$ cat config.mk
export PLATFORM = sky130hd
export DESIGN_NAME = ser_cmd_port
export DESIGN_NICKNAME = d
export VERILOG_FILES = /design/src/rtl/ser_cmd_pkg.sv /design/src/rtl/ser_in_sync.sv /design/src/rtl/ser_frame_rx.sv /design/src/rtl/ser_cmd_decode.sv /design/src/rtl/ser_key_tx.sv /design/src/rtl/ser_cmd_port.sv
export SDC_FILE = /design/constraint.sdc
export NUM_CORES = 1
export LEC_CHECK = 0
export CAP_MARGIN = 15
export CELL_PAD_IN_SITES_DETAIL_PLACEMENT = 1
export CELL_PAD_IN_SITES_GLOBAL_PLACEMENT = 2
export CORE_MARGIN = 4
export CORE_UTILIZATION = 34
export DETAILED_ROUTE_END_ITERATION = 7
export PLACE_DENSITY = 0.95
export SLEW_MARGIN = 5
export SYNTH_ARGS = -nofsm -noshare
export SYNTH_HDL_FRONTEND = slang
export SYNTH_SLANG_ARGS = --single-unit
$ cat constraint.sdc
create_clock -name clk -period 5.01 [get_ports clk]
set_clock_uncertainty 0.05 [all_clocks]
set_input_delay 0.7515 -clock clk [delete_from_list [all_inputs] [get_ports clk]]
set_output_delay 0.7515 -clock clk [all_outputs]
set_load 0.02 [all_outputs]
$ cat src/rtl/ser_cmd_pkg.sv
package ser_cmd_pkg;
  localparam int ADDR_W = 4;
  localparam int CFG_W = 8;
  localparam logic [ADDR_W-1:0] ADR_CFG_A = 4'd8;
  localparam logic [ADDR_W-1:0] ADR_CFG_B = 4'd9;
  localparam logic [ADDR_W-1:0] ADR_KEY_LO = 4'd10;
  localparam int ROWS_NARROW = 5;
  localparam int ROWS_WIDE = 8;
  localparam logic [CFG_W-1:0] CFG_A_MASK = 8'hF3;
  localparam logic [CFG_W-1:0] CFG_B_MASK = 8'hF7;

  // Synchronized serial events, valid for one system clock
  typedef struct packed {
    logic ce_rise;
    logic ce_fall;
    logic ce_lvl;
    logic sck_rise;
    logic din;
  } ser_evt_t;
endpackage

$ cat src/rtl/ser_in_sync.sv
module ser_in_sync
  import ser_cmd_pkg::*;
#(
  parameter int STAGES = 2
) (
  input  logic     clk,
  input  logic     rst,
  input  logic     sel,
  input  logic     sclk,
  input  logic     sdi,
  output ser_evt_t evt
);
  localparam int LAST = STAGES - 1;

  // bit 2 = select, bit 1 = serial clock, bit 0 = data
  logic [STAGES-1:0][2:0] stg;
  logic [1:0] prv;

  always_ff @(posedge clk) begin
    if (rst) begin
      stg <= '0;
      prv <= '0;
    end else begin
      stg[0] <= {sel, sclk, sdi};
      for (int i = 1; i < STAGES; i++) stg[i] <= stg[i-1];
      prv <= stg[LAST][2:1];
    end
  end

  always_comb begin
    evt.ce_lvl   = stg[LAST][2];
    evt.ce_rise  = stg[LAST][2] & ~prv[1];
    evt.ce_fall  = ~stg[LAST][2] & prv[1];
    evt.sck_rise = stg[LAST][1] & ~prv[0];
    evt.din      = stg[LAST][0];
  end
endmodule

$ cat src/rtl/ser_frame_rx.sv
module ser_frame_rx
  import ser_cmd_pkg::*;
#(
  parameter int FRAME_BITS = 40,
  parameter int CNT_W = 6
) (
  input  logic                  clk,
  input  logic                  rst,
  input  ser_evt_t              evt,
  input  logic                  reading,
  output logic [CNT_W-1:0]      cnt,
  output logic [FRAME_BITS-1:0] shreg,
  output logic                  frame_end
);
  logic take;

  assign take = evt.sck_rise & evt.ce_lvl & ~reading & (cnt < CNT_W'(FRAME_BITS));
  assign frame_end = evt.ce_fall & ~reading;

  always_ff @(posedge clk) begin
    if (rst) begin
      cnt   <= '0;
      shreg <= '0;
    end else if (evt.ce_rise) begin
      cnt   <= '0;
      shreg <= '0;
    end else if (take) begin
      shreg[cnt] <= evt.din;
      cnt        <= cnt + CNT_W'(1);
    end
  end

  AST_FRAME_CAP: assert property (@(posedge clk) disable iff (rst)
    cnt <= CNT_W'(FRAME_BITS));
  AST_HOLD_IN_READ: assert property (@(posedge clk) disable iff (rst)
    reading |=> $stable(cnt));
endmodule

$ cat src/rtl/ser_cmd_decode.sv
module ser_cmd_decode
  import ser_cmd_pkg::*;
#(
  parameter int FRAME_BITS = 40,
  parameter int CNT_W = 6,
  parameter int DATA_BITS = 36,
  parameter int LEN_W = 6,
  parameter int ROW_W = 3,
  parameter int KEY_GROUPS = 2,
  parameter int GRP_W = 1
) (
  input  logic                  clk,
  input  logic                  rst,
  input  logic                  frame_end,
  input  logic [CNT_W-1:0]      cnt,
  input  logic [FRAME_BITS-1:0] shreg,
  output logic                  disp_we,
  output logic [ROW_W-1:0]      disp_row,
  output logic [DATA_BITS-1:0]  disp_data,
  output logic [LEN_W-1:0]      disp_len,
  output logic [CFG_W-1:0]      cfg_a,
  output logic [CFG_W-1:0]      cfg_b,
  output logic                  arm_req,
  output logic [GRP_W-1:0]      arm_grp
);
  logic [ADDR_W-1:0]    addr;
  logic [DATA_BITS-1:0] payload;
  logic                 commit, row_ok, key_ok;

  assign addr    = shreg[ADDR_W-1:0];
  assign payload = shreg[FRAME_BITS-1:ADDR_W];
  assign commit  = frame_end & (cnt >= CNT_W'(ADDR_W));
  assign row_ok  = int'(addr) < (cfg_a[0] ? ROWS_WIDE : ROWS_NARROW);
  assign key_ok  = (int'(addr) >= int'(ADR_KEY_LO)) &&
                   (int'(addr) < int'(ADR_KEY_LO) + KEY_GROUPS);
  assign arm_req = commit & key_ok;
  assign arm_grp = GRP_W'(addr - ADR_KEY_LO);

  always_ff @(posedge clk) begin
    if (rst) begin
      disp_we   <= 1'b0;
      disp_row  <= '0;
      disp_data <= '0;
      disp_len  <= '0;
      cfg_a     <= '0;
      cfg_b     <= '0;
    end else begin
      disp_we <= 1'b0;
      if (commit) begin
        if (row_ok) begin
          disp_we   <= 1'b1;
          disp_row  <= addr[ROW_W-1:0];
          disp_data <= payload;
          disp_len  <= LEN_W'(cnt - CNT_W'(ADDR_W));
        end
        if (addr == ADR_CFG_A) cfg_a <= payload[CFG_W-1:0] & CFG_A_MASK;
        if (addr == ADR_CFG_B) cfg_b <= payload[CFG_W-1:0] & CFG_B_MASK;
      end
    end
  end

  AST_ROW_LEGAL: assert property (@(posedge clk) disable iff (rst)
    disp_we |-> (int'(disp_row) < ROWS_NARROW || cfg_a[0]));
  AST_WE_SINGLE: assert property (@(posedge clk) disable iff (rst)
    disp_we |=> !disp_we);
  AST_LEN_CAP: assert property (@(posedge clk) disable iff (rst)
    disp_we |-> int'(disp_len) <= DATA_BITS);
endmodule

$ cat src/rtl/ser_key_tx.sv
module ser_key_tx #(
  parameter int KEY_BITS = 56,
  parameter int KEY_GROUPS = 2,
  parameter int GRP_W = 1
) (
  input  logic                clk,
  input  logic                rst,
  input  logic                ce_rise,
  input  logic                ce_fall,
  input  logic                ce_lvl,
  input  logic                sck_rise,
  input  logic                arm_req,
  input  logic [GRP_W-1:0]    arm_grp,
  input  logic                key_flag,
  input  logic [KEY_BITS-1:0] key_bits,
  output logic                reading,
  output logic                sdo_low
);
  localparam int GRP_KEYS = KEY_BITS / KEY_GROUPS;
  localparam int SH_W = GRP_KEYS + 1;

  logic [GRP_KEYS-1:0] grp_keys [KEY_GROUPS];
  logic [GRP_KEYS-1:0] sel_keys;
  logic [SH_W-1:0]     sh;
  logic [GRP_W-1:0]    grp;
  logic                armed;

  for (genvar g = 0; g < KEY_GROUPS; g++) begin : g_grp
    assign grp_keys[g] = key_bits[g*GRP_KEYS +: GRP_KEYS];
  end
  assign sel_keys = grp_keys[grp];

  always_ff @(posedge clk) begin
    if (rst) begin
      armed   <= 1'b0;
      grp     <= '0;
      reading <= 1'b0;
      sh      <= '0;
      sdo_low <= 1'b0;
    end else begin
      if (arm_req) begin
        armed <= 1'b1;
        grp   <= arm_grp;
      end
      if (ce_rise && armed) begin
        armed   <= 1'b0;
        reading <= 1'b1;
        sh      <= {sel_keys, key_flag};
        sdo_low <= ~key_flag;
      end else if (reading && ce_fall) begin
        reading <= 1'b0;
        sdo_low <= 1'b0;
      end else if (reading && sck_rise && ce_lvl) begin
        sh      <= {1'b1, sh[SH_W-1:1]};
        sdo_low <= ~sh[1];
      end
    end
  end

  AST_READ_FROM_ARM: assert property (@(posedge clk) disable iff (rst)
    $rose(reading) |-> $past(armed));
  AST_RELEASE_IDLE: assert property (@(posedge clk) disable iff (rst)
    !reading |-> !sdo_low);
  AST_SEL_LOW_ENDS: assert property (@(posedge clk) disable iff (rst)
    (reading && !ce_lvl) |=> !reading);
endmodule

$ cat src/rtl/ser_cmd_port.sv
module ser_cmd_port
  import ser_cmd_pkg::*;
#(
  parameter int FRAME_BITS = 40,
  parameter int KEY_BITS = 56,
  parameter int KEY_GROUPS = 2,
  parameter int SYNC_STAGES = 2,
  parameter int ROW_W = 3,
  localparam int DATA_BITS = FRAME_BITS - ADDR_W,
  localparam int CNT_W = $clog2(FRAME_BITS + 1),
  localparam int LEN_W = $clog2(DATA_BITS + 1),
  localparam int GRP_W = (KEY_GROUPS > 1) ? $clog2(KEY_GROUPS) : 1
) (
  input  logic                 clk,
  input  logic                 rst,
  input  logic                 sel,
  input  logic                 sclk,
  input  logic                 sdi,
  input  logic                 key_flag,
  input  logic [KEY_BITS-1:0]  key_bits,
  output logic                 sdo_low,
  output logic                 disp_we,
  output logic [ROW_W-1:0]     disp_row,
  output logic [DATA_BITS-1:0] disp_data,
  output logic [LEN_W-1:0]     disp_len,
  output logic                 duty8,
  output logic                 ext_clk,
  output logic [3:0]           gp_mode,
  output logic                 all_on,
  output logic                 all_off,
  output logic                 run,
  output logic [3:0]           gp_val
);
  ser_evt_t              evt;
  logic                  reading, frame_end, arm_req;
  logic [CNT_W-1:0]      cnt;
  logic [FRAME_BITS-1:0] shreg;
  logic [GRP_W-1:0]      arm_grp;
  logic [CFG_W-1:0]      cfg_a, cfg_b;

  ser_in_sync #(.STAGES(SYNC_STAGES)) u_sync (
    .clk(clk), .rst(rst), .sel(sel), .sclk(sclk), .sdi(sdi), .evt(evt)
  );

  ser_frame_rx #(.FRAME_BITS(FRAME_BITS), .CNT_W(CNT_W)) u_rx (
    .clk(clk), .rst(rst), .evt(evt), .reading(reading),
    .cnt(cnt), .shreg(shreg), .frame_end(frame_end)
  );

  ser_cmd_decode #(
    .FRAME_BITS(FRAME_BITS), .CNT_W(CNT_W), .DATA_BITS(DATA_BITS),
    .LEN_W(LEN_W), .ROW_W(ROW_W), .KEY_GROUPS(KEY_GROUPS), .GRP_W(GRP_W)
  ) u_dec (
    .clk(clk), .rst(rst), .frame_end(frame_end), .cnt(cnt), .shreg(shreg),
    .disp_we(disp_we), .disp_row(disp_row), .disp_data(disp_data),
    .disp_len(disp_len), .cfg_a(cfg_a), .cfg_b(cfg_b),
    .arm_req(arm_req), .arm_grp(arm_grp)
  );

  ser_key_tx #(.KEY_BITS(KEY_BITS), .KEY_GROUPS(KEY_GROUPS), .GRP_W(GRP_W)) u_key (
    .clk(clk), .rst(rst), .ce_rise(evt.ce_rise), .ce_fall(evt.ce_fall),
    .ce_lvl(evt.ce_lvl), .sck_rise(evt.sck_rise), .arm_req(arm_req),
    .arm_grp(arm_grp), .key_flag(key_flag), .key_bits(key_bits),
    .reading(reading), .sdo_low(sdo_low)
  );

  assign duty8   = cfg_a[0];
  assign ext_clk = cfg_a[1];
  assign gp_mode = cfg_a[7:4];
  assign all_on  = cfg_b[0];
  assign all_off = cfg_b[1];
  assign run     = cfg_b[2];
  assign gp_val  = cfg_b[7:4];

  AST_NO_COMMIT_IN_READ: assert property (@(posedge clk) disable iff (rst)
    reading |=> !disp_we);
endmodule

======== Word level (Yosys, flattened, before mapping) ========
Cells that the tools add are included.
word-level totals
  word-level logic and storage cells ...... 79
  output and inout port bits .............. 60
  memories kept ........................... 0
  RAM bits ................................ 0
  bits in latches ......................... 0
  ROM bits ................................ 0
  bits of input ports ..................... 62
  register bits after elaboration ......... 146
cells by class
  muxes and demuxes ....................... 16
  divide/modulo/power cells ............... 0
  $mul .................................... 0
  bitwise operators ....................... 17
  equality and inequality tests ........... 3
  reduce and logical (&&, ||, !) cells .... 16
  order comparisons ....................... 8
  shift operators ......................... 0
  add/sub/neg operators ................... 3
operator list
  cell                 count
  $mux 29              3
  $mux 28              3
  $bwmux 40            1
  $and 1x1->1          9
  $eq 4x4->1 const B   2
  $reduce_and 2->1     4
  $lt 6x7->1 const B   1
  $mux 1               7
  $not 1->1            7
  $add 6x1->6 const B  1
  $demux 1 s6          1
  $ge 6x1->1 const B   1
  $ge 6x3->1 const B   1
  $logic_and 1x1->1    6
  $lt 6x6->1 const B   1
  $reduce_or 2->1      3
  $sub 6x3->6 const B  1
  $ge 4x4->1 const B   1
  $lt 4x4->1           1
  $lt 4x4->1 const B   1
  $mux 4               1
  $reduce_bool 2->1    2
  $reduce_bool 3->1    1
  $ge 2x2->1 const B   1
  other kinds (3)      3

======== Longest topological paths before layout ========
  depth after elaboration ................. 7
  gate-level depth with buffers ........... 9

======== Modules after synthesis ========
From an unflattened synthesis, not the netlist that was laid out.
second synthesis, totals
  cell total of the unflattened synthesis .. 729
  area, all modules ....................... 6582.6 um2
modules (own cells, without submodules)
  module          area each (um2)  cells each  instances
  ser_cmd_decode  2397.3           272         1
  ser_frame_rx    2120.8           230         1
  ser_key_tx      1820.5           206         1
  ser_in_sync     244.0            21          1

======== Worst setup path after synthesis ========
OpenSTA, ideal clock, no wires.
  path kind ............................... register to register
  start ................................... register u_rx.cnt[2]
  end ..................................... register u_dec.cfg_a[4]
  required time ........................... 4.828 ns
  data arrival time ....................... 1.734 ns
  cell stages (with the launch flop) ...... 9
  setup time .............................. 0.132 ns
  path slack .............................. 3.094 ns
  path through ............................ dfxtp_1 > buf_2 > inv_1 > ha_1 > or3b_4 > o211a_1 > buf_4 > nand3_1 > a21oi_1
on the way
  cells in the longest elaborated chain, start to end .. 3
ends and longest elaborated chain
  what                        line                  text
  from (decl)                 ser_frame_rx.sv:11    output logic [CNT_W-1:0] cnt,
  from (signal assigned)      ser_frame_rx.sv:29    cnt <= cnt + CNT_W'(1);
  $ge 6x3->1                  ser_cmd_decode.sv:32  assign commit = frame_end & (cnt >= CNT_W'(ADDR_W));
  $and 1x1->1                 ser_cmd_decode.sv:32
  $reduce_and 2->1 (no line)  --
  to (signal assigned)        ser_cmd_decode.sv:56  if (addr == ADR_CFG_A) cfg_a <= payload[CFG_W-1:0] & CFG_A_MASK;
  to (decl)                   ser_cmd_decode.sv:21  output logic [CFG_W-1:0] cfg_a,
Every way passes these cells.
A chain may end at the register's enable or synchronous reset.

======== Final worst setup path ========
  start ................................... register u_rx.cnt[2]
  end ..................................... register u_dec.disp_len[2]
on the way
  cells in the longest elaborated chain, start to end .. 3
ends and longest elaborated chain
  what                        line                  text
  $ge 6x3->1                  ser_cmd_decode.sv:32
  $and 1x1->1                 ser_cmd_decode.sv:32
  $reduce_and 2->1 (no line)  --
  to (signal assigned)        ser_cmd_decode.sv:54  disp_len <= LEN_W'(cnt - CNT_W'(ADDR_W));
  to (decl)                   ser_cmd_decode.sv:20  output logic [LEN_W-1:0] disp_len,
Several ways; a longest one is shown, not always the timed one.

==> impl_metrics.tcl <==
set metrics [dict create \
    status "finished, final reports clean" \
    core_region_area_um2 18710 \
    grt_antenna_before_repair 0 \
    htreeDepth 4 \
    design.die.area_um2 21250 \
    stdcell_count 1068 \
    grt_start_max_net_pins 84 \
    setup-tns-final_ns 0 \
    clockBufferDepth 2 \
    io-pin-count 122 \
    netlist_top_cells_area "dfxtp_1 45%, mux2i_1 9.9%, a21oi_1 7.1%" \
    cts.repair.resized 0 \
    yosysWarnings 0 \
    layout.nets 890 \
    hold_class "register to register" \
    crit_chain "inv_1 -> ha_1 -> or3b_4 -> o21ai_4 -> nor2_1 -> a211oi_1" \
    synth_top_area_share 0.4497 \
    initial_core_util 0.3451 \
    grt_pass1_vias 5843 \
    die_w_um 145.8 \
    ys_async_sr_fraction 0 \
    final.min_clock_period_ns 2.790 \
    tightestPinTransition_ns 1.093 \
    ys_types 44 \
    antenna_left 0 \
    arrival_ns 3.07 \
    route.detailed.drc 0 \
    synth_top_area_cell "dfxtp_1" \
    drv_cap 0 \
    cp_slowest_stage_delay_ns 0.85 \
    synth_edf_count 0 \
    dp_cells 1035 \
    rsz0062_at_grt "false" \
    clock_latency_ns 0.42 \
    placed_area_um2 7630 \
    slew_headroom 0.2685 \
    leakage_uw 0.002777 \
    period_share 0.5568 \
    slew_viol_final 0 \
    critPathMaxFanout 43 \
    worstSetupStartpointType "register" \
    pre_cts_slack_ns 2.176 \
    grt_usage 0.1694 \
    synth-seq-cells 145 \
    drt_iter0_markers 299 \
    viasPerCell 5.195 \
    timing_hold_violations_final 0 \
    drive_gt1_frac 0.06954 \
    max_freq_ghz 0.3585 \
    fin_area_um2 8277 \
    clkTransAtPathRegs_ns 0.06 \
    irDropWorstVdd_v 0.0002217 \
    firstDrtPassIters 4 \
    synth_seq_area_share 0.4497 \
    n_antenna_cell 0 \
    critPathBufInv 1 \
    setup_ws_ns 2.220 \
    layout-area-overhead-vs-synth_pct 28.22 \
    setup_viol 0 \
    final_util 0.4425 \
    synthFlopType "dfxtp_1" \
    vias 5548 \
    place.port_buffers 121 \
    synthesis.area_um2 6455 \
    cts_hold_buffers 0 \
    overflow 0 \
    hpwl_um 11750 \
    wl_um 18240 \
    cts-root-buf "clkbuf_16" \
    synth_nets 807 \
    wl_per_cell_um 17.08 \
    path_class "register to register" \
    synth_cells 738 \
    post_cts_buffers 0 \
    clock_sinks 145 \
    syn_avg_cell_area_um2 8.747 \
    cts_buffers 17 \
    cts_tree "built" \
    cp-end-kind "register" \
    die_h_um 145.8 \
    grt_first_pass_wirelength_um 30000 \
    routabilityCongestion 0.8012 \
    cp.required_ns 5.29 \
    fp-row-count 50 \
    cellPowerDensity_nw_per_um2 313.7 \
    critPathSlowestCell "o21ai_4" \
    crit_family "compound AO/OA/AOI/OAI gates" \
]
[layer usage]
| metal | vias to the layer above | global-route usage | wire [µm] |
|---|---|---|---|
| li1 | 2746 | - | - |
| met1 | 2671 | 0.2319 | 8811 |
| met2 | 114 | 0.2719 | 8464 |
| met3 | 17 | 0.03239 | 746 |
| met4 | 0 | 0.05081 | 219 |
| met5 | - | 0 | 0 |
[power by group]
| group | switching (µW) | internal [µW] |
|---|---|---|
| Clock | 504 | 847 |
| Combinational | 36.1 | 50.5 |
| Sequential | 2.36 | 1160 |
| Total | 543 | 2050 |
[area by class of cell]
type	count	area, µm²
sequential	145	2904
fill	2165	10430
tap	234	292.8
clock buffer	19	442.9
multi-input combinational	521	3149
timing repair buffer	128	1274
inverter	8	30.03
clock inverter	13	183.9
[path summary, 6_finish.rpt]
path	startpoint	endpoint	slack, ns	depth (start not counted)
setup / recovery	u_rx.cnt[2]	u_dec.disp_len[2]	2.22	6
hold reg to reg	u_sync.stg[0]	u_sync.evt[0]	0.39	1
setup reg to reg	u_rx.cnt[2]	u_dec.disp_len[2]	2.22	6
hold / removal	u_sync.stg[0]	u_sync.evt[0]	0.39	1
[cells by family after synthesis]
family,Yosys count,share of synthesized area
DFF,145,0.4497
adders and majority gates,7,0.01357
and+or+nand+nor,246,0.1874
buffers and inverters,72,0.06319
AOI/OAI and AO/OA,198,0.1787
muxes,64,0.09924
xor gates and xnor gates,6,0.008141
[sequential cells by signal (all words and copies together) (netlist names), 2 cells and up]
signal and flops:
u_rx.shreg 40, u_sync.stg 4, u_dec.disp_data 36, u_key.sh 28, u_dec.cfg_b 7, u_dec.cfg_a 6
u_dec.disp_len 6, u_sync.prv 2, u_rx.cnt 6, u_sync.evt 2, u_dec.disp_row 3
[worst register-to-register path, cell delays in order (launching register included)]
cell and delay [ns]:
dfxtp_1 0.42, inv_1 0.18, ha_1 0.23, or3b_4 0.44, o21ai_4 0.85, nor2_1 0.24, a211oi_1 0.29
[cells in the mapped netlist, types with 3 or more instances]
cell and instances:
mux2i_1 64, nor3_4 4, ha_1 7, a211oi_1 6, inv_1 8, nand3_1 61, clkbuf_2 3, o21ai_1 15
nor3_1 9, nand2b_1 6, nor2_1 14, o21ai_0 44, nand2_1 122, nor2b_1 12, buf_4 10, buf_6 10
clkbuf_1 24, o21a_1 3, xnor2_1 5, a21oi_1 92, dfxtp_1 145, o211ai_1 28, buf_2 17
[placed cells by master, fill, tap and decap left out, types with 2 or more instances in the layout]
cell and count:
dfxtp_1 144, nand2_1 122, clkdlybuf4s50_1 120, a21oi_1 91, mux2i_1 64, nand3_1 61
o21ai_0 44, o211ai_1 28, clkbuf_16 17, o21ai_1 15, nor2_1 14, nor2b_1 12
nor3_1 9, inv_1 8, ha_1 7, buf_4 7, nand2b_1 6, a211oi_1 6
xnor2_1 5, nor3_4 4, bufinv_16 4, o21a_1 3, clkinv_2 3, clkinvlp_4 3
o21ai_4 2, and4bb_2 2, or2_2 2, nor4_1 2, or4_4 2, a21o_1 2
nor3b_1 2, inv_6 2
[metrics by stage]
step                      total power (µW)  hold slack [ns]
final                                 2596           0.3865
after global routing                  2680           0.4101
after CTS                             2620           0.3974
after detailed placement              1271           0.3844
after global placement                1270           0.3738
after floorplan                       1214           0.3638
(Power assumes the default switching activity.)
